===== config.mk =====
export PLATFORM = sky130hd
export DESIGN_NAME = pmp_bounds_decoder
export DESIGN_NICKNAME = d
export VERILOG_FILES = /design/src/rtl/pmp_bounds_pkg.sv /design/src/rtl/pmp_pow2_span.sv /design/src/rtl/pmp_entry_bounds.sv /design/src/rtl/pmp_active_count.sv /design/src/rtl/pmp_bounds_decoder.sv
export SDC_FILE = /design/constraint.sdc
export NUM_CORES = 1
export LEC_CHECK = 0
export ABC_CLOCK_PERIOD_IN_PS = 6400
export BUFFER_PORTS_ARGS = -buffer_cell sky130_fd_sc_hd__buf_2
export CORE_AREA = 2 2 316 318
export CTS_CLUSTER_DIAMETER = 200
export DETAILED_ROUTE_END_ITERATION = 10
export DIE_AREA = 0 0 318 320
export GPL_ROUTABILITY_DRIVEN = 0
export PLACE_DENSITY = 0.62
export SLEW_MARGIN = 20
export SYNTH_ARGS = -nofsm -noshare
export SYNTH_HDL_FRONTEND = slang
export SYNTH_HIERARCHICAL = 1
export SYNTH_SLANG_ARGS = --single-unit

===== constraint.sdc =====
create_clock -name clk -period 6.4 [get_ports clk]
set_clock_uncertainty 0.15 [all_clocks]
set_input_delay 0.64 -clock clk [delete_from_list [all_inputs] [get_ports clk]]
set_output_delay 0.64 -clock clk [all_outputs]
set_load 0.1 [all_outputs]

===== src/rtl/pmp_bounds_pkg.sv =====
package pmp_bounds_pkg;
  localparam int CFG_W    = 8;
  localparam int MODE_LSB = 3;
  localparam int MODE_W   = 2;

  typedef enum logic [MODE_W-1:0] {
    MATCH_OFF   = 2'd0,
    MATCH_TOR   = 2'd1,
    MATCH_WORD  = 2'd2,
    MATCH_POW2  = 2'd3
  } match_mode_e;
endpackage


===== src/rtl/pmp_pow2_span.sv =====
// Aligned power-of-two range from a word address whose trailing ones encode the size.
module pmp_pow2_span #(
  parameter int ADDR_W = 30,
  localparam int BW    = ADDR_W + 2
) (
  input  logic [ADDR_W-1:0] word_addr,
  output logic [BW-1:0]     span_lo,
  output logic [BW-1:0]     span_hi
);
  logic [BW-1:0] filled;
  logic [BW-1:0] filled_inc;

  always_comb begin
    filled     = {word_addr, 2'b11};
    filled_inc = filled + BW'(1);
    span_lo    = filled & filled_inc;
    span_hi    = filled | filled_inc;
  end
endmodule


===== src/rtl/pmp_entry_bounds.sv =====
// Combinational bound selection for one entry.
module pmp_entry_bounds
  import pmp_bounds_pkg::*;
#(
  parameter int ADDR_W = 30,
  localparam int BW    = ADDR_W + 2
) (
  input  logic [MODE_W-1:0] mode,
  input  logic [ADDR_W-1:0] own_addr,
  input  logic [ADDR_W-1:0] prev_addr,
  output logic [BW-1:0]     lo,
  output logic [BW-1:0]     hi,
  output logic              active
);
  logic [BW-1:0] p2_lo, p2_hi;
  logic [BW-1:0] tor_lo, tor_hi;
  logic [BW-1:0] word_lo;

  pmp_pow2_span #(.ADDR_W(ADDR_W)) u_pow2 (
    .word_addr (own_addr),
    .span_lo   (p2_lo),
    .span_hi   (p2_hi)
  );

  always_comb begin
    tor_lo  = {prev_addr, 2'b00};
    tor_hi  = {own_addr, 2'b00} - BW'(1);
    word_lo = {own_addr, 2'b00};
    active  = (mode != MATCH_OFF);
    unique case (match_mode_e'(mode))
      MATCH_OFF: begin
        lo = '0;
        hi = '1;
      end
      MATCH_TOR: begin
        if (tor_lo > tor_hi) begin
          lo = '0;
          hi = '0;
        end else begin
          lo = tor_lo;
          hi = tor_hi;
        end
      end
      MATCH_WORD: begin
        lo = word_lo;
        hi = word_lo | BW'(3);
      end
      default: begin
        lo = p2_lo;
        hi = p2_hi;
      end
    endcase
  end
endmodule


===== src/rtl/pmp_active_count.sv =====
module pmp_active_count #(
  parameter int NUM_ENT = 8,
  localparam int CW     = $clog2(NUM_ENT + 1)
) (
  input  logic [NUM_ENT-1:0] active,
  output logic [CW-1:0]      count
);
  always_comb begin
    count = '0;
    for (int k = 0; k < NUM_ENT; k++) begin
      count = count + CW'(active[k]);
    end
  end
endmodule


===== src/rtl/pmp_bounds_decoder.sv =====
module pmp_bounds_decoder
  import pmp_bounds_pkg::*;
#(
  parameter int NUM_ENT = 8,
  parameter int ADDR_W  = 30,
  localparam int BW     = ADDR_W + 2,
  localparam int CW     = $clog2(NUM_ENT + 1)
) (
  input  logic                      clk,
  input  logic                      rst,
  input  logic [NUM_ENT*CFG_W-1:0]  cfg_in,
  input  logic [NUM_ENT*ADDR_W-1:0] addr_in,
  output logic [NUM_ENT*BW-1:0]     lo_out,
  output logic [NUM_ENT*BW-1:0]     hi_out,
  output logic [CW-1:0]             active_cnt
);
  logic [MODE_W-1:0] mode_w [NUM_ENT];
  logic [BW-1:0]     lo_d   [NUM_ENT];
  logic [BW-1:0]     hi_d   [NUM_ENT];
  logic [BW-1:0]     lo_q   [NUM_ENT];
  logic [BW-1:0]     hi_q   [NUM_ENT];
  logic [NUM_ENT-1:0] active_w;
  logic [CW-1:0]     cnt_d;
  logic [CW-1:0]     cnt_q;
  logic              primed_q;

  for (genvar i = 0; i < NUM_ENT; i++) begin : g_ent
    logic [ADDR_W-1:0] prev_a;

    assign mode_w[i] = cfg_in[i*CFG_W + MODE_LSB +: MODE_W];

    if (i == 0) begin : g_first
      assign prev_a = '0;
    end else begin : g_rest
      assign prev_a = addr_in[(i-1)*ADDR_W +: ADDR_W];
    end

    pmp_entry_bounds #(.ADDR_W(ADDR_W)) u_ent (
      .mode      (mode_w[i]),
      .own_addr  (addr_in[i*ADDR_W +: ADDR_W]),
      .prev_addr (prev_a),
      .lo        (lo_d[i]),
      .hi        (hi_d[i]),
      .active    (active_w[i])
    );

    always_ff @(posedge clk) begin
      if (rst) begin
        lo_q[i] <= '0;
        hi_q[i] <= '1;
      end else begin
        lo_q[i] <= lo_d[i];
        hi_q[i] <= hi_d[i];
      end
    end

    assign lo_out[i*BW +: BW] = lo_q[i];
    assign hi_out[i*BW +: BW] = hi_q[i];

    AST_OFF_FULL_SPAN: assert property (@(posedge clk) disable iff (rst || !primed_q)
      ($past(mode_w[i]) == MATCH_OFF) |-> (lo_q[i] == '0 && hi_q[i] == '1));
    AST_TOR_NOT_INVERTED: assert property (@(posedge clk) disable iff (rst || !primed_q)
      ($past(mode_w[i]) == MATCH_TOR) |-> (lo_q[i] <= hi_q[i]));
    AST_WORD_FOUR_BYTES: assert property (@(posedge clk) disable iff (rst || !primed_q)
      ($past(mode_w[i]) == MATCH_WORD) |-> ((hi_q[i] - lo_q[i]) == BW'(3)));
    AST_POW2_ALIGNED: assert property (@(posedge clk) disable iff (rst || !primed_q)
      ($past(mode_w[i]) == MATCH_POW2) |->
        ((((hi_q[i] - lo_q[i]) & (hi_q[i] - lo_q[i] + BW'(1))) == '0) &&
         ((lo_q[i] & (hi_q[i] - lo_q[i])) == '0)));
  end

  pmp_active_count #(.NUM_ENT(NUM_ENT)) u_cnt (
    .active (active_w),
    .count  (cnt_d)
  );

  always_ff @(posedge clk) begin
    if (rst) begin
      cnt_q    <= '0;
      primed_q <= 1'b0;
    end else begin
      cnt_q    <= cnt_d;
      primed_q <= 1'b1;
    end
  end

  assign active_cnt = cnt_q;

  AST_COUNT_IN_RANGE: assert property (@(posedge clk) disable iff (rst)
    (cnt_q <= CW'(NUM_ENT)));
  AST_RESET_CLEARS_COUNT: assert property (@(posedge clk)
    $past(rst) |-> (cnt_q == '0));
endmodule


# Word level (Yosys, flattened, before mapping)
# Memories as Yosys holds them, arrays and structs flattened.
# Index checks and enable logic that the tools add are counted.
[op_classes]
n_lt_le_gt_ge = 8
n_reduce_logical = 17
eq_ne = 16
n_mux = 50
bitwise = 32
n_addsub = 23
[op_table]
columns = ["cell", "n"]
rows = [
  ["32-bit case mux with 3 select lines", 15],
  ["32-bit two-way mux", 31],
  ["32-bit by 1-bit adder with 32-bit output (second input constant)", 8],
  ["32-bit bitwise AND", 8],
  ["32-bit OR", 8],
  ["32-bit by 1-bit subtractor with 32-bit output (second input constant)", 8],
  ["32-bit greater-than comparator", 7],
  ["32-bit case mux with 2 select lines", 1],
  ["1-bit by 32-bit greater-than comparator with 1-bit output (first input constant)", 1],
  ["4-bit by 1-bit adder with 4-bit output", 6],
  ["2-bit by 1-bit equality test with 1-bit output (second input constant)", 8],
  ["2-bit equality test (second input constant)", 8],
  ["2-bit zero test", 8],
  ["1-bit OR", 16],
  ["2-bit nonzero test", 8],
  ["1-bit two-way mux", 3],
  ["1-bit by 1-bit adder with 2-bit output", 1],
  ["2-bit OR reduction", 1],
]
[totals]
input_bits = 306
n_memories = 2
output_inout_bits = 516
word_cells = 149
register_bits = 4
ramBits = 512
[mem_list]
columns = ["name", "words", "width", "rd", "rd_clocked_by_memory_dff", "write_ports", "line", "source"]
rows = [
  ["hi_q", 8, 32, 8, 0, 8, "pmp_bounds_decoder.sv:21", "logic [BW-1:0] hi_q [NUM_ENT];"],
  ["lo_q", 8, 32, 8, 0, 8, "pmp_bounds_decoder.sv:20", "logic [BW-1:0] lo_q [NUM_ENT];"],
]

# Depth between registers and ports, before layout
[depth]
depth_word = 8
depth_mapped = 18

# By module
# The synthesis kept the hierarchy.
[modules_own_cells]
columns = ["mod", "area_per_inst_um2", "n_inst", "cells_per_inst"]
rows = [
  ["pmp_bounds_decoder", 13857.0, 1, 1090],
  ["pmp_entry_bounds at g_ent[0].u_ent ...", 2447.3, 5, 395],
  ["pmp_pow2_span", 747.0, 8, 112],
  ["pmp_entry_bounds at g_ent[4].u_ent ...", 2587.5, 2, 392],
  ["pmp_entry_bounds at g_ent[3].u_ent", 2459.9, 1, 375],
  ["pmp_active_count", 190.2, 1, 24],
]

# Worst setup path after synthesis
# OpenSTA, ideal clock, no wires.
[synth_path]
kind = "input to register"
from = "in addr_in[92]"
to = "mem lo_q[0][111] in the netlist's numbering"
stages = 16
arrival_ns = 4.225
required_ns = 6.185
path_slack_ns = 1.960
cell_sequence = "clkbuf_1 > nor3_2 > and3_1 > buf_4 > or3b_4 > or4_1 > xor2_1 > ha_1 > a21oi_1 > o21ai_0 > a221o_1 > a211oi_1 > nand4_1 > nor2_1 > o2bb2ai_1 > nor2b_1"
[synth_lines]
columns = ["element", "line", "source"]
rows = [
  ["start, declared", "pmp_bounds_decoder.sv:12", "input logic [NUM_ENT*ADDR_W-1:0] addr_in,"],
  ["end, declared", "pmp_bounds_decoder.sv:20", ""],
]

==> results.json <==
{
  "yosysUniqueCellTypes": 88,
  "initial_core_util_pct": 40.7,
  "syn-instance-count": 5144,
  "antenna_left": 0,
  "final_nets": 6350,
  "finalSetupTns_ps": 0,
  "grt_start_max_net_pins": 191,
  "cp_max_fo": 34,
  "drc": 0,
  "core_area_sq_um": 98000,
  "first_iter_violations": 4739,
  "antenna_found_initial": 34,
  "die_w_um": 318,
  "start_kind": "primary input",
  "place_hpwl_um": 124000,
  "cap_violations": 0,
  "finalCritPeriodShare_pct": 80.4,
  "worstMarginPinSlew_ps": 1050,
  "dieHeight_um": 320,
  "avgSynthCellArea_sq_um": 7.76,
  "setup_viol": 0,
  "slew-limit-headroom_pct": 29.3,
  "grt_use_total_pct": 30.8,
  "hold_viol_final": 0,
  "overflow": 0,
  "p_leak_nw": 20.4,
  "ir_worst_vdd_v": 0.000201,
  "row_count": 115,
  "drv_slew": 0,
  "pin_count": 822,
  "cts_max_path_buffers": 3,
  "routed-via-count": 41911,
  "wire_per_inst_um": 23.1,
  "cts_setup_buffers": 0,
  "dr.pass1.iters": 8,
  "cts_root_buf": "clkbuf_16",
  "cts_sinks": 516,
  "dieArea_sq_um": 102000,
  "synth-edff-count": 0,
  "critical_path_arrival_ps": 5610,
  "syn_area_sq_um": 39900,
  "maxUsedRoutingLayer": "met5",
  "grt_pass1_wl_um": 243000,
  "crit_required_ps": 6860,
  "cts_tree": "done",
  "hp-class": "primary input to flop",
  "io_buffers": 773,
  "worstSetupEndpoint": "lo_q[0][116]",
  "route.met3.wl_um": 14600,
  "drt_wl_total_um": 166000,
  "synth-seq-cells": 516,
  "numCtsBuffers": 61,
  "synth-main-ff-cell": "dfxtp_1",
  "crit_start": "addr_in[90]",
  "yosysSeqAreaShare_pct": 25.9,
  "synth_warnings": 6,
  "finalNonFillerCells": 7162,
  "fmax_mhz": 194,
  "async_reset_ff_share_pct": 0,
  "ctsResizeCount": 0,
  "end_kind": "flop",
  "met2_length_um": 73000,
  "grt_pass1_vias": 38528,
  "worstSetupPathType": "primary input to flop",
  "powerDensity_nw_per_um2": 238,
  "placed_cells": 7021,
  "postCtsHoldBufs": 0,
  "outcome": "completed",
  "n_fill_cell": 9844,
  "wl_met1_um": 68300,
  "drive_gt1_share_pct": 22.3,
  "viasPerCell": 5.85,
  "fin_crit_ps": 5150,
  "clk_pin_slew_worst_paths_ps": 60,
  "rsz0062_at_grt": "false",
  "area.growth.synth_to_final_pct": 17.6,
  "cts.htree.levels": 2
}
-- report_power, final --
group | total, mW | internal [mW] | switching (mW) | leakage [nW]
clock | 3.61 | 2.07 | 1.54 | 0.995
combinational | 4.03 | 0.940 | 3.09 | 15.2
sequential | 3.54 | 3.44 | 0.109 | 4.27
-- stage by stage --
step	total power [mW]	util [%]	setup WS (ps)	hold WS (ps)	area, sq um
after floorplan	6.53	-	1960	694	40200
after global placement	7.55	45.7	430	963	44800
after detailed placement	7.58	45.7	678	938	44800
after CTS	11.2	47.8	1420	231	46900
after global routing	11.6	47.9	911	286	46900
final	11.2	47.9	1250	279	46900
-- worst max-delay path: stages --
cell       delay [ps]
buf_2             210
inv_1             120
ha_1              240
nor4b_2           310
nand4_1           320
or4_1             650
nor3_1            230
xnor2_1           190
ha_1              290
nand4_1           190
nor2_1             60
a221o_1           330
a211oi_1          340
nand4_1           150
buf_4             320
nor2_1            650
o2bb2ai_1         180
nor2b_1           160
-- cell usage in the layout (no fill, tap or decap), drive strengths merged, types with 93 or more instances in the layout --
cell	count
dfxtp	516
buf	864
xnor2	196
or2	332
nand3	93
inv	289
ha	243
nor3	97
nor2b	294
nand4	94
nor2	203
a21oi	439
nand2	392
a22o	174
o21ai	386
conb	108
-- logic make-up after synthesis --
group | after synthesis | synth area share (%)
AND/OR/NAND/NOR | 1817 | 26.3
AO/OA/AOI/OAI | 1635 | 26.9
multiplexers | 45 | 1.22
adder cells (fa/ha/maj) | 247 | 7.82
buffers and inverters | 650 | 6.96
other | 17 | 0.160
flip-flops | 516 | 25.9
XOR/XNOR | 217 | 4.76
-- layer usage --
metal | up-vias | global-route usage, %
met3 | 420 | 6.00
met1 | 19836 | 40.1
li1 | 19610 | -
met4 | 12 | 17.4
met5 | - | 0
met2 | 2033 | 47.6
-- flip-flops by register name, summed over array words and instances (netlist names) --
register and count:
active_cnt 4, lo_q 256, hi_q 256
-- synthesized netlist by cell type, types with 86 or more instances --
cell | number | share of area (%)
ha_1 | 243 | 7.6
nand3_1 | 93 | 1.2
nor2b_1 | 294 | 4.6
clkbuf_1 | 219 | 2.1
a21oi_1 | 439 | 5.5
nand4_1 | 86 | 1.3
dfxtp_1 | 516 | 26
a22o_1 | 174 | 3.8
xnor2_1 | 196 | 4.3
or2_1 | 240 | 3.8
nand2_1 | 392 | 3.7
o21ai_0 | 326 | 4.1
inv_1 | 281 | 2.6
nor2_1 | 203 | 1.9
-- final cells by class --
cell class,instances,area [sq um],share of cell area [%]
diodes,26,65.1,0.139
clock buffers,83,1700,3.62
clock inverters,32,345,0.736
inverters,285,1070,2.28
multi-input cells,4069,27200,58.0
flip-flops and latches,516,10300,22.0
well taps,1287,1610,3.43
repair buffers,864,4580,9.76
-- worst min-delay path by stage --
stage / to / slack [ps] / start / depth (start not counted)
after global placement: hi_q[1][35] / 960 / addr_in[151] / 4
after detailed placement: hi_q[1][35] / 940 / addr_in[151] / 4
after CTS: hi_q[1][31] / 230 / addr_in[149] / 4
after global routing: hi_q[1][35] / 290 / addr_in[151] / 4
final: hi_q[1][31] / 280 / addr_in[149] / 4
after floorplan: hi_q[0][102] / 690 / addr_in[94] / 2
No activity file was read; power rests on OpenSTA's default activity.
